## config.mk

```make
export PLATFORM = sky130hd
export DESIGN_NAME = hdlc_peer_monitor
export DESIGN_NICKNAME = d
export VERILOG_FILES = /design/src/rtl/hdlc_peer_pkg.sv /design/src/rtl/peer_ctrl.sv /design/src/rtl/peer_datapath.sv /design/src/rtl/hdlc_peer_monitor.sv
export SDC_FILE = /design/constraint.sdc
export NUM_CORES = 1
export LEC_CHECK = 0
export BUFFER_PORTS_ARGS = -buffer_cell sky130_fd_sc_hd__buf_4
export CORE_AREA = 2 2 39 41
export DETAILED_ROUTE_END_ITERATION = 10
export DIE_AREA = 0 0 41 43
export PLACE_DENSITY = 0.61
export SLEW_MARGIN = 10
export SYNTH_ARGS = -nofsm -noshare
export SYNTH_HDL_FRONTEND = slang
export SYNTH_SLANG_ARGS = --single-unit
```

## constraint.sdc

```tcl
create_clock -name clk -period 2.7 [get_ports clk]
set_input_delay 0.54 -clock clk [delete_from_list [all_inputs] [get_ports clk]]
set_output_delay 0.54 -clock clk [all_outputs]
set_load 0.005 [all_outputs]
```

## src/rtl/hdlc_peer_pkg.sv

```systemverilog
package hdlc_peer_pkg;

  typedef enum logic [2:0] {
    FC_RR     = 3'd0,
    FC_RNR    = 3'd1,
    FC_REJ    = 3'd2,
    FC_SOTHER = 3'd3,
    FC_INFO   = 3'd4,
    FC_UNNUM  = 3'd5
  } frameClassE;

  typedef struct packed {
    logic markReady;
    logic markBusy;
    logic raiseRsc;
    logic raisePce;
  } ctrlStrobeS;

endpackage

```

## src/rtl/peer_ctrl.sv

```systemverilog
module peer_ctrl
  import hdlc_peer_pkg::*;
(
  input  logic       frameValid,
  input  frameClassE frameClass,
  input  logic       infoPresent,
  input  logic       autoMode,
  input  logic       nrOk,
  input  logic       remoteBusy,
  output ctrlStrobeS strobe
);

  logic accept;
  logic isSup;
  logic carriesNr;

  assign accept    = frameValid && autoMode;
  assign isSup     = (frameClass == FC_RR) || (frameClass == FC_RNR) ||
                     (frameClass == FC_REJ) || (frameClass == FC_SOTHER);
  assign carriesNr = isSup || (frameClass == FC_INFO);

  always_comb begin
    strobe = '0;
    if (accept) begin
      if (frameClass == FC_RR && remoteBusy) begin
        strobe.markReady = 1'b1;
        strobe.raiseRsc  = 1'b1;
      end
      if (frameClass == FC_RNR && !remoteBusy) begin
        strobe.markBusy = 1'b1;
        strobe.raiseRsc = 1'b1;
      end
      if ((carriesNr && !nrOk) || (isSup && infoPresent))
        strobe.raisePce = 1'b1;
    end
  end

  // ready and busy marks never requested together
  always_comb begin
    assert (!(strobe.markReady && strobe.markBusy))
      else $error("p_exclusive_marks_r4 violated");
  end

endmodule

```

## src/rtl/peer_datapath.sv

```systemverilog
module peer_datapath
  import hdlc_peer_pkg::*;
#(
  parameter int SEQ_W       = 3,
  parameter int SYNC_STAGES = 2
) (
  input  logic             clk,
  input  logic             rstN,
  input  logic [SEQ_W-1:0] rxNr,
  input  logic [SEQ_W-1:0] sendSeq,
  input  logic [SEQ_W-1:0] ackSeq,
  input  logic             ctsPin,
  input  logic             ctsIntEn,
  input  ctrlStrobeS       strobe,
  output logic             nrOk,
  output logic             remoteBusy,
  output logic             rscPulse,
  output logic             pcePulse,
  output logic             cscPulse
);

  localparam int PIPE_W = SYNC_STAGES + 1;

  logic [SEQ_W-1:0]  offRx;
  logic [SEQ_W-1:0]  offSend;
  logic [PIPE_W-1:0] ctsPipe;
  logic              ctsChange;

  // distance from V(A), wrapping modulo 2^SEQ_W
  assign offRx   = rxNr - ackSeq;
  assign offSend = sendSeq - ackSeq;
  assign nrOk    = (offRx <= offSend);

  always_ff @(posedge clk) begin
    if (!rstN) ctsPipe <= '0;
    else       ctsPipe <= {ctsPipe[PIPE_W-2:0], ctsPin};
  end

  assign ctsChange = ctsPipe[PIPE_W-1] ^ ctsPipe[PIPE_W-2];

  always_ff @(posedge clk) begin
    if (!rstN) begin
      remoteBusy <= 1'b0;
      rscPulse   <= 1'b0;
      pcePulse   <= 1'b0;
      cscPulse   <= 1'b0;
    end else begin
      if (strobe.markBusy)       remoteBusy <= 1'b1;
      else if (strobe.markReady) remoteBusy <= 1'b0;
      rscPulse <= strobe.raiseRsc;
      pcePulse <= strobe.raisePce;
      cscPulse <= ctsChange && ctsIntEn;
    end
  end

  // the recorded peer state only moves with a status-change pulse
  p_status_move_r2: assert property (@(posedge clk) disable iff (!rstN)
    (remoteBusy != $past(remoteBusy)) |-> rscPulse);

  // every status-change pulse is backed by a state flip
  p_rsc_flips_r3: assert property (@(posedge clk) disable iff (!rstN)
    rscPulse |-> (remoteBusy != $past(remoteBusy)));

  // CTS pulse only when the enable was set
  p_csc_gate_r8: assert property (@(posedge clk) disable iff (!rstN)
    cscPulse |-> $past(ctsIntEn));

endmodule

```

## src/rtl/hdlc_peer_monitor.sv

```systemverilog
module hdlc_peer_monitor
  import hdlc_peer_pkg::*;
#(
  parameter int SEQ_W       = 3,
  parameter int SYNC_STAGES = 2
) (
  input  logic             clk,
  input  logic             rstN,
  input  logic             frameValid,
  input  logic [2:0]       frameClass,
  input  logic [SEQ_W-1:0] rxNr,
  input  logic             infoPresent,
  input  logic [SEQ_W-1:0] sendSeq,
  input  logic [SEQ_W-1:0] ackSeq,
  input  logic             autoMode,
  input  logic             ctsPin,
  input  logic             ctsIntEn,
  output logic             rscPulse,
  output logic             pcePulse,
  output logic             cscPulse,
  output logic             remoteBusy
);

  ctrlStrobeS strobe;
  logic       nrOk;

  peer_ctrl u_ctrl (
    .frameValid (frameValid),
    .frameClass (frameClassE'(frameClass)),
    .infoPresent(infoPresent),
    .autoMode   (autoMode),
    .nrOk       (nrOk),
    .remoteBusy (remoteBusy),
    .strobe     (strobe)
  );

  peer_datapath #(.SEQ_W(SEQ_W), .SYNC_STAGES(SYNC_STAGES)) u_dp (
    .clk       (clk),
    .rstN      (rstN),
    .rxNr      (rxNr),
    .sendSeq   (sendSeq),
    .ackSeq    (ackSeq),
    .ctsPin    (ctsPin),
    .ctsIntEn  (ctsIntEn),
    .strobe    (strobe),
    .nrOk      (nrOk),
    .remoteBusy(remoteBusy),
    .rscPulse  (rscPulse),
    .pcePulse  (pcePulse),
    .cscPulse  (cscPulse)
  );

  // frame interrupts only follow a frame seen in automatic mode
  p_auto_only_r1: assert property (@(posedge clk) disable iff (!rstN)
    (rscPulse || pcePulse) |-> ($past(autoMode) && $past(frameValid)));

  // unnumbered frames never yield a frame interrupt
  p_unnum_quiet_r7: assert property (@(posedge clk) disable iff (!rstN)
    ($past(frameValid) && $past(frameClass) == 3'd5) |-> !(rscPulse || pcePulse));

endmodule

```

Yosys cells after proc, flatten, opt, wreduce, memory -nomap -nowiden

Cells that the tools add are included.

Word-level logic and storage cells: 35
Input port bits: 19
Register bits after elaboration: 7
Output and inout bits: 4

Order comparisons: 1
Add/subtract/negate cells: 2
Bitwise gates (word level): 1
Equal/unequal tests: 4
Reduce and logical (&&, ||, !) cells: 16
Multiplexer cells: 6

Operators by type and width:

| cell                 | count |
|---|---|
| $eq A3 B2 Y1 const B | 2 |
| $logic_and A1 B1 Y1  | 6 |
| $sub A3 B3 Y3        | 2 |
| $logic_or A1 B1 Y1   | 5 |
| $mux W1              | 4 |
| $mux W4              | 1 |
| $eq A3 B1 Y1 const B | 1 |
| $eq A3 B3 Y1 const B | 1 |
| $le A3 B3 Y1         | 1 |
| $logic_not A3 Y1     | 1 |
| $logic_not A1 Y1     | 2 |
| $mux W2              | 1 |
| $reduce_and A2 Y1    | 1 |
| $reduce_bool A2 Y1   | 1 |
| $xor A1 B1 Y1        | 1 |

Logic depth before layout (Yosys ltp)

Word-level depth: 11
Depth in mapped cells: 10
Gate-level depth less buffers: 10

Cells and area by module

Synthesis repeated with hierarchy kept, for this count alone.

Cell total of the unflattened synthesis: 47
Area, all modules: 457.9 um^2

By module, submodules not included:

| module        | sequential area each (um^2) | times used | area each (um^2) | cells an instance |
|---|---|---|---|---|
| peer_datapath | 140.1                       | 1          | 387.9            | 37 |
| peer_ctrl     | 0.0                         | 1          | 70.1             | 10 |

Least setup slack after synthesis

OpenSTA, ideal clock, no wires.

Kind: input to register
From: input rxNr[0]
To: register u_dp.pcePulse
Required time: 2.583 ns
Setup slack: 0.491 ns
Arrival time: 2.092 ns
Buffers on the path: 0
Stages on the path: 10
Cells stage by stage: inv_1 -> ha_1 -> inv_1 -> fa_1 -> xor2_1 -> xnor2_1 -> ha_1 -> a21oi_1 -> o211ai_1 -> and4b_1

Word-level cells in the longest chain between the ends: 6

Ends and longest elaborated chain:

| item                 | line                    | text |
|---|---|---|
| from (decl)          | hdlc_peer_monitor.sv:11 | `input logic [SEQ_W-1:0] rxNr,` |
| $sub A3 B3 Y3        | peer_datapath.sv:30     | `assign offRx = rxNr - ackSeq;` |
| $le A3 B3 Y1         | peer_datapath.sv:32     | `assign nrOk = (offRx <= offSend);` |
| $logic_not A1 Y1     | peer_ctrl.sv:33         | `if ((carriesNr && !nrOk) \|\| (isSup && infoPresent))` |
| $logic_and A1 B1 Y1  | peer_ctrl.sv:33         |  |
| $logic_or A1 B1 Y1   | peer_ctrl.sv:33         |  |
| $mux W1              | peer_ctrl.sv:33         |  |
| to (signal assigned) | peer_datapath.sv:51     | `pcePulse <= strobe.raisePce;` |
| to (decl)            | peer_datapath.sv:18     | `output logic pcePulse,` |

Every way passes these cells.
A chain may end at the register's enable or synchronous reset.

Final worst setup path

Ends and elaborated chain as after synthesis.

==> results by group <==
Outcome
  – Status: finished, final reports clean

Floorplan
  – DIE HEIGHT: approximately 43 µm
  – Ports: 23
  – Die width: 41 µm
  – Die ar.: 1760 µm²
  – Initial core utilization: 0.307
  – CORE AREA: 1380 µm²
  – Cell row count: 14

Clock network
  – Latest clock arrival within the worst-skew pair: 0.25 ns
  – Num CTS Buffers: 3
  – Post-CTS sizing: 0
  – # hold bufs at CTS: 0
  – Clk pin slew, worst setup/hold paths: 0.05 ns
  – Clk buf depth: 2
  – CTS tree: yes
  – Root buffer cell: clkbuf_4
  – # clock sinks: 7
  – H-tree levels: 1
  – Post-CTS Setup Inserts: 0

Logic synthesis
  – Syn Inst Count: 42
  – Synth Area per Inst: 10.1 µm²
  – Syn nets: 67
  – Post-Syn Area: 425 µm²
  – Synth Warn #: 0
  – #FFs+latches synth: 7
  – Sequential area share after synthesis: 0.329
  – Cell variety after synth: 20

Place
  – GPL Wtd Cong: 0.719
  – Count of input and output buffers: 22
  – Post-placement cell area: just over 600 µm²
  – Place WS: between 0.2 and 0.3 ns
  – DP Wirelength: 643 µm

Hold path
  – Worst Hold Path Cells: 1
  – HP Class: flop to flop

STA
  – Fmax: 466 MHz
  – Hold Vio Cnt, Final: 0
  – Max-slew headroom: 0.852
  – Min Tclk post-route: 2.15 ns
  – Final setup violating endpoints: 0
  – Fin. max-slew vios: 0
  – Worst setup margin: 0.554 ns
  – Hold Slack: roughly 0.43 ns
  – Fin crit share: 0.795
  – Worst-Margin Slew: 0.220 ns
  – Clk_skew: 0.000800 ns
  – RSZ-0062 raised after global routing: false
  – Post-Route Setup TNS: 0 ns

Cells and area
  – N_diodes: 0
  – Post-route cell area: about 640 µm²
  – Final core utilization: 0.460
  – Fillers: roughly 150
  – Nets@finish: 94
  – Area grow syn2layout: 49.7%
  – Layout cells sized above 1: 0.382

Routing
  – Post-Route WL: between 700 and 800 µm
  – Vias: 364
  – Antenna Nets Post-Route: 0
  – Vias per cell: 4.33
  – Wire length per cell: 8.63 µm
  – Detailed Routing Iterations Pass 1: 3
  – DR iter-0 viols: 2
  – DRC violations left: 0

GRT
  – Vias in the first global route: approximately 300
  – Initial antenna violation count: 0
  – Pin count of the biggest net entering global routing: 7
  – First-pass GRT wire length: 1110 µm
  – GRT overflow: 0
  – Gr usage total: 0.0937

Setup path
  – Crit end category: flop
  – Max stage delay cell, worst path: fa_1
  – Worst reg-to-reg path cell count: 2
  – Critical path class: input pin to flop
  – Cell Chain, Critical Path: buf_4, inv_1, ha_1, inv_1, fa_1, xor2_1, xnor2_1, ha_1, a21oi_1, o211ai_1, and4b_1
  – Crit path DAT: 2.29 ns
  – Crit path max fanout: 3
  – Startpoint Class: input pin
  – CP required: 2.84 ns
  – Max incr delay on CP: about 0.37 ns

Power
  – Worst VDD drop: 238 µV
  – P per Cell Area: 433 nW/µm²
  – P_leak: 0.314 nW

Run
  – Max cap viols: 0
-- final timing paths --
check	from	slack, ns	to
min reg2reg	u_dp.ctsPipe[0]$_SDFF_PN0_	0.43	u_dp.ctsPipe[1]$_SDFF_PN0_
max reg2reg	u_dp.ctsPipe[1]$_SDFF_PN0_	1.97	u_dp.cscPulse$_SDFF_PN0_
min	u_dp.ctsPipe[0]$_SDFF_PN0_	0.43	u_dp.ctsPipe[1]$_SDFF_PN0_
max	rxNr[0]	0.55	u_dp.pcePulse$_SDFF_PN0_
-- cell families after synthesis --
family | after synthesis | synth area share
compound gates | 3 | 0.0412
xor+xnor | 7 | 0.144
fa+ha+maj | 6 | 0.212
buf+inv | 5 | 0.0441
flops | 7 | 0.329
mux | 1 | 0.0235
simple gates | 13 | 0.206
-- layer usage --
metal  vias up  track usage  routed length [µm]
li1        193            -                   -
met3         0       0.0628                  43
met1       160        0.120                 337
met2        11        0.128                 344
met4         0       0.0200                   0
met5         -            0                   0
-- synth_stat cells --
library cell | n | share of area
dfxtp_1 | 7 | 0.33
and4bb_2 | 1 | 0.029
xor2_1 | 3 | 0.062
nor4_1 | 1 | 0.015
o21ai_0 | 1 | 0.012
and2_1 | 3 | 0.044
fa_1 | 2 | 0.094
o211ai_1 | 1 | 0.018
xnor2_1 | 4 | 0.082
inv_1 | 5 | 0.044
a21oi_1 | 1 | 0.012
and3_1 | 1 | 0.015
nand3_1 | 1 | 0.012
nand2_1 | 1 | 0.0088
nor2b_1 | 2 | 0.029
nand4_1 | 1 | 0.015
nand2b_1 | 1 | 0.015
and4b_1 | 1 | 0.024
mux2i_1 | 1 | 0.024
ha_1 | 4 | 0.12
-- metrics by stage --
| step | power [mW] | std cells |
|---|---|---|
| 6_report | 0.276 | 84 |
| 5_1_grt | 0.296 | 84 |
| 4_1_cts | 0.283 | 84 |
| 3_5_place_dp | 0.187 | 80 |
| 3_3_place_gp | 0.186 | 80 |
| 2_1_floorplan | 0.153 | 42 |
-- registers in the layout (all words and copies together), names as in the netlist --
name,cells
u_dp.pcePulse,1
u_dp.cscPulse,1
u_dp.remoteBusy,1
u_dp.ctsPipe,3
u_dp.rscPulse,1
-- power by group --
group	switching (mW)	total (mW)	internal [mW]
registers	0.00124	0.108	0.107
logic	0.0303	0.0751	0.0447
clock network	0.0361	0.0924	0.0562
total	0.0677	0.276	0.208
-- worst max-delay path: cells and delay by family --
family          cells  cell delay (ns)
xor+xnor            2             0.28
simple gates        1             0.20
buf+inv             3             0.22
fa+ha+maj           3             0.82
compound gates      2             0.24
-- layout by cell type (no fill, tap or decap), types with 2 or more instances in the layout --
master    instances
buf_4            22
nor2b_1           2
xnor2_1           4
inv_1             5
clkbuf_4          3
and2_1            3
dfxtp_1           7
fa_1              2
xor2_1            3
ha_1              4
-- area by class of cell --
| class | instances | area (µm²) | area share |
|---|---|---|---|
| multi-input cells | 30 | 267 | 0.418 |
| repair buffers | 22 | 165 | 0.259 |
| flip-flops and latches | 7 | 140 | 0.220 |
| clock buffers | 4 | 26.3 | 0.0413 |
| well taps | 16 | 20.0 | 0.0314 |
| inverters | 5 | 18.8 | 0.0295 |
Note: power is estimated with default switching activity, not from simulation.
